`config.mk`:
```
export PLATFORM = sky130hd
export DESIGN_NAME = pmode_regs
export DESIGN_NICKNAME = d
export VERILOG_FILES = /design/src/rtl/pmode_regs.sv
export SDC_FILE = /design/constraint.sdc
export NUM_CORES = 1
export LEC_CHECK = 0
export BUFFER_PORTS_ARGS = -buffer_cell sky130_fd_sc_hd__buf_2
export CORE_AREA = 4 4 41 43
export DETAILED_ROUTE_END_ITERATION = 16
export DIE_AREA = 0 0 45 47
export SETUP_SLACK_MARGIN = 0.05
export SLEW_MARGIN = 40
export SYNTH_ARGS = -nofsm -noshare
export SYNTH_HDL_FRONTEND = slang
export SYNTH_SLANG_ARGS = --single-unit
```
`constraint.sdc`:
```
create_clock -name clk -period 1.56 [get_ports clk]
set_input_delay 0.312 -clock clk [delete_from_list [all_inputs] [get_ports clk]]
set_output_delay 0.312 -clock clk [all_outputs]
set_load 0.01 [all_outputs]
```
`src/rtl/pmode_regs.sv`:
```
module pmode_regs #(
  parameter int AW = 8,
  parameter int DW = 8,
  parameter logic [AW-1:0] REG0_ADDR = 8'h04,
  parameter logic [AW-1:0] REG1_ADDR = 8'h05,
  parameter int SWRST_BIT = 3,
  parameter int DROM_BIT  = 0,
  parameter int WDSEL_BIT = 2,
  parameter int WAIT_BIT  = 7
) (
  input  logic          clk,
  input  logic          rst_n,
  input  logic [AW-1:0] bus_addr,
  input  logic          bus_wr,
  input  logic [DW-1:0] bus_wdata,
  output logic [DW-1:0] bus_rdata,
  input  logic          wr_unlock,
  input  logic          wdt_timeout,
  output logic          sw_reset_req,
  output logic          drom_en,
  output logic          wait_en,
  output logic          wdt_mode_rst,
  output logic          wdt_irq,
  output logic          wdt_rst
);

  logic wr_ok, hit0, hit1;
  logic drom_q, wait_q, wdsel_q, swrst_q;
  logic [DW-1:0] ctl_view;
  logic unused_wdata;

  assign wr_ok = bus_wr & wr_unlock;
  assign hit0  = (bus_addr == REG0_ADDR);
  assign hit1  = (bus_addr == REG1_ADDR);
  assign unused_wdata = ^bus_wdata;

  always_ff @(posedge clk or negedge rst_n) begin
    if (!rst_n) begin
      drom_q  <= 1'b0;
      wait_q  <= 1'b0;
      wdsel_q <= 1'b0;
      swrst_q <= 1'b0;
    end else begin
      swrst_q <= wr_ok & hit0 & bus_wdata[SWRST_BIT];
      if (wr_ok && hit1) begin
        drom_q <= bus_wdata[DROM_BIT];
        wait_q <= bus_wdata[WAIT_BIT];
        if (bus_wdata[WDSEL_BIT]) wdsel_q <= 1'b1;
      end
    end
  end

  always_comb begin
    ctl_view            = '0;
    ctl_view[DROM_BIT]  = drom_q;
    ctl_view[WDSEL_BIT] = wdsel_q;
    ctl_view[WAIT_BIT]  = wait_q;
  end

  assign bus_rdata    = hit1 ? ctl_view : '0;
  assign sw_reset_req = swrst_q;
  assign drom_en      = drom_q;
  assign wait_en      = wait_q;
  assign wdt_mode_rst = wdsel_q;
  assign wdt_irq      = wdt_timeout & ~wdsel_q;
  assign wdt_rst      = wdt_timeout &  wdsel_q;

endmodule

```
# [Yosys cells after proc, flatten, opt, wreduce, memory -nomap -nowiden]
# Cells that the tools add are included.
[word_totals] out_inout_bits=14 word_cells=15 reg_bits=4
[op_classes] n_mux=1 eq_ne=2 bitwise_logic=6 reduce_logical=2
[ops] cell="8-bit by 3-bit equality test with 1-bit output, second input constant" n=2
[ops] cell="8-bit two-way mux" n=1
[ops] cell="1-bit bitwise AND" n=5
[ops] cell="2-bit AND reduction" n=1
[ops] cell="1-bit logical AND" n=1
[ops] cell="1-bit NOT" n=1

# [Longest topological paths before layout]
[logic_depth] depth_word=3 depth_mapped=3 depth_no_buf=3

# [Least setup slack after synthesis]
# Ideal clock, no wire load.
[synth_timing] kind="input to register" start="input port bus_addr[5]" end="register drom_q, in the netlist drom_en" stages=3 t_arrival_ns=1.398 n_path_buf=0 setup_ns=0.125 setup_slack_ns=0.036 cell_sequence="or4_4 nor3_4 mux2_4"
[synth_via] elab_chain_cells=2
[synth_lines] element="start, declared" line_no="13" rtl="input logic [AW-1:0] bus_addr,"
[synth_lines] element="8-bit by 3-bit equality test with 1-bit output" line_no="34" rtl="assign hit1 = (bus_addr == REG1_ADDR);"
[synth_lines] element="1-bit logical AND" line_no="45" rtl="if (wr_ok && hit1) begin"
[synth_lines] element="end signal, assigned" line_no="46" rtl="drom_q <= bus_wdata[DROM_BIT];"
[synth_lines] element="end, declared" line_no="28" rtl="logic drom_q, wait_q, wdsel_q, swrst_q;"
# No other way between the ends.
# A chain may end at the register's enable or synchronous reset.

# [Worst setup path after layout]
[layout_timing] start="input port bus_addr[6]" end="output port bus_rdata[0]"
[layout_via] elab_chain_cells=2
[layout_lines] element="8-bit by 3-bit equality test with 1-bit output" line_no="34"
[layout_lines] element="8-bit two-way mux" line_no="60" rtl="assign bus_rdata = hit1 ? ctl_view : '0;"
[layout_lines] element="end, declared" line_no="16" rtl="output logic [DW-1:0] bus_rdata,"
# No other way between the ends.

==> metrics <==
status finished with violations; failing checks setup timing; maximum vdd ir drop around 0.16 mV; detailed-routing iteration count for the pre-antenna-repair pass 3; vias in the first global route 256; setup violation total in the final timing report 3; Die Height roughly 47 um; residual overflow from global routing 0; Critical Path RT 1.25 ns; list of most frequent post-synthesis cells sky130_fd_sc_hd__buf_4 (5), sky130_fd_sc_hd__and2_1 (4), sky130_fd_sc_hd__dfrtp_1 (4), sky130_fd_sc_hd__mux2_4 (2), sky130_fd_sc_hd__nor2_1 (2); Post-synth ARST share 100.0%; fill cell count 142; global-route wire length before repair approximately 920 um; final RePlAce weighted congestion approximately 0.64; final WL around 670 um; Final TNS setup -0.1271 ns; Top Ports 35; number of nets still failing antenna checks after routing 0; proportion of netlist area held by the largest area contributor roughly 36%; area leader, netlist sky130_fd_sc_hd__dfrtp_1; number of port buffers 25; initial detailed-routing violation count 3; initial standard-cell utilization of the core around 21%; clock buffer count from CTS 3; total number of vias roughly 290; Leakage Power 0.2735 nW; clock latency on the worst-skew pair ~0.23 ns; Inserted Diodes 0; number of flops mapped to enable cells by yosys 0; clock slew seen by the registers of the worst setup and hold paths 0.03 ns; placed wire-length estimate approximately 580 um; pin count of the biggest net entering global routing 6; average vias per placed instance approximately 4.1; post-synthesis to final-layout area growth 65.47%; unique cell type count in the Yosys netlist 14; Critical Path Start Type input pin; Post-synth top flop sky130_fd_sc_hd__dfrtp_1; total clock sinks 4; class of the tightest hold or removal check input pin to register; initial antenna violation count 0; RSZ-0062 raised after global routing true; post-route DRC violation count 0; Synth Warn # 0; critical path class input pin to primary output; cell types occupying the most area after synthesis sky130_fd_sc_hd__dfrtp_1 (36%), sky130_fd_sc_hd__buf_4 (13%), sky130_fd_sc_hd__mux2_4 (11%); Critical Path AT 1.29 ns; post-layout power around 280 uW; max-slew violation total from the final report 0; Core ar. 0.001301 mm^2; share of synthesized area occupied by flip-flops and latches 35.87%; CP Capture Type primary output; standard-cell rows 13; area of the mapped netlist about 280 um^2; maximum clock frequency 622.4 MHz; Die Area approximately 0.0021 mm^2; share of the clock period used by the worst path 103.0%; ratio of cells with drive above 1 in the final layout 64.29%; power per cell area 614.4 mW/mm^2; worst-path maximum fanout 3; final worst clock skew 0 ns; final critical delay including setup and external delays roughly 1.6 ns; number of synthesized register bits 4; worst setup slack after layout -0.04676 ns; post-synthesis area per instance between 10 and 15 um^2; number of buffers on the longest clock path 2; instance count of the mapped netlist 26; number of hold violations in the final report 0; Placement Setup Slack -0.1530 ns; root cell of the clock tree sky130_fd_sc_hd__clkbuf_4; final net count a little under 80; dominant cell by count in the synthesized netlist sky130_fd_sc_hd__buf_4; H-tree Lvls 1; max-capacitance violation count 0; Die X-Extent between 40 and 50 um; CTS tree built; post-detailed-route wirelength per cell between 9 and 10 um; overall track demand over capacity in global routing between 6 and 7%
-- layout make-up --
class	instances	area (um^2)	share of cell area, %
Multi-Input combinational cell	21	163.9	35.50
Sequential cell	4	100.1	21.68
Tap cell	15	18.77	4.065
Timing Repair Buffer	28	156.4	33.88
Clock buffer	3	22.52	4.878
-- sequential cells by signal (all words and copies together), names as in the netlist --
name and count:
wait_en 1, drom_en 1, wdt_mode_rst 1, sw_reset_req 1
-- per-stage QoR --
stage	std cells	utilization (%)	hold slack [ns]	instance area, um^2
after floorplan	30	-	0.01641	294.0
after global placement	66	31.35	0.1161	407.9
after detailed placement	66	31.35	0.1171	407.9
after CTS	71	35.48	0.2793	461.7
after global routing	71	35.48	0.2898	461.7
final	71	35.48	0.2844	461.7
-- report_power, final --
part           leakage, nW  switching, mW  internal, mW
Clock               0.0138         0.0392        0.0858
Sequential          0.0556        0.00168         0.107
Combinational        0.204         0.0228        0.0276
-- worst paths after layout --
path	startpoint	endpoint	slack, ns	depth (start not counted)
worst min register to register	wdt_mode_rst$_DFFE_PN0P_	wdt_mode_rst$_DFFE_PN0P_	0.51	1
min in group asynchronous	rst_n	wait_en$_DFFE_PN0P_	0.42	2
worst min-delay path	bus_wdata[2]	wdt_mode_rst$_DFFE_PN0P_	0.28	2
max in group asynchronous	rst_n	wdt_mode_rst$_DFFE_PN0P_	1.03	2
worst max register to register	drom_en$_DFFE_PN0P_	drom_en$_DFFE_PN0P_	0.79	1
worst max-delay path	bus_addr[6]	bus_rdata[0]	-0.05	5
-- what timing repair did --
action                                 in CTS  in global routing
pin swaps                                   3                  0
gates resized for setup                     3                  0
setup endpoints to repair                   3                  5
setup buffers                               1                  0
hold buffers                                1                  0
endpoints found under the hold margin       4                  0
-- critical path, cell delays in order --
cell                     delay, ns
sky130_fd_sc_hd__buf_6        0.09
sky130_fd_sc_hd__or4_4        0.55
sky130_fd_sc_hd__nor2_4       0.11
sky130_fd_sc_hd__and2_1       0.12
sky130_fd_sc_hd__buf_2        0.12
-- cells by family after synthesis --
family / after synthesis / synth area share [%]
AO/OA/AOI/OAI: 1 / 2.692
other: 1 / 1.344
multiplexers: 2 / 10.76
buffers and inverters: 5 / 13.45
AND/OR/NAND/NOR: 13 / 35.88
flip-flops: 4 / 35.88
-- cell usage in the layout (no fill, tap or decap), types with 2 or more instances in the layout --
master	count
sky130_fd_sc_hd__dfrtp_1	4
sky130_fd_sc_hd__buf_4	2
sky130_fd_sc_hd__mux2_4	2
sky130_fd_sc_hd__conb_1	5
sky130_fd_sc_hd__buf_2	24
sky130_fd_sc_hd__and2_1	4
sky130_fd_sc_hd__clkbuf_4	3
-- per-layer routing --
| layer | track usage (%) | up-vias | routed length, um |
|---|---|---|---|
| met1 | 5.324 | 119 | 200 |
| met3 | 0.3831 | 4 | 131 |
| met2 | 11.30 | 26 | 286 |
| li1 | - | 139 | - |
| met4 | 14.04 | 0 | 51 |
| met5 | 0 | - | 0 |
(Power assumes the default switching activity.)
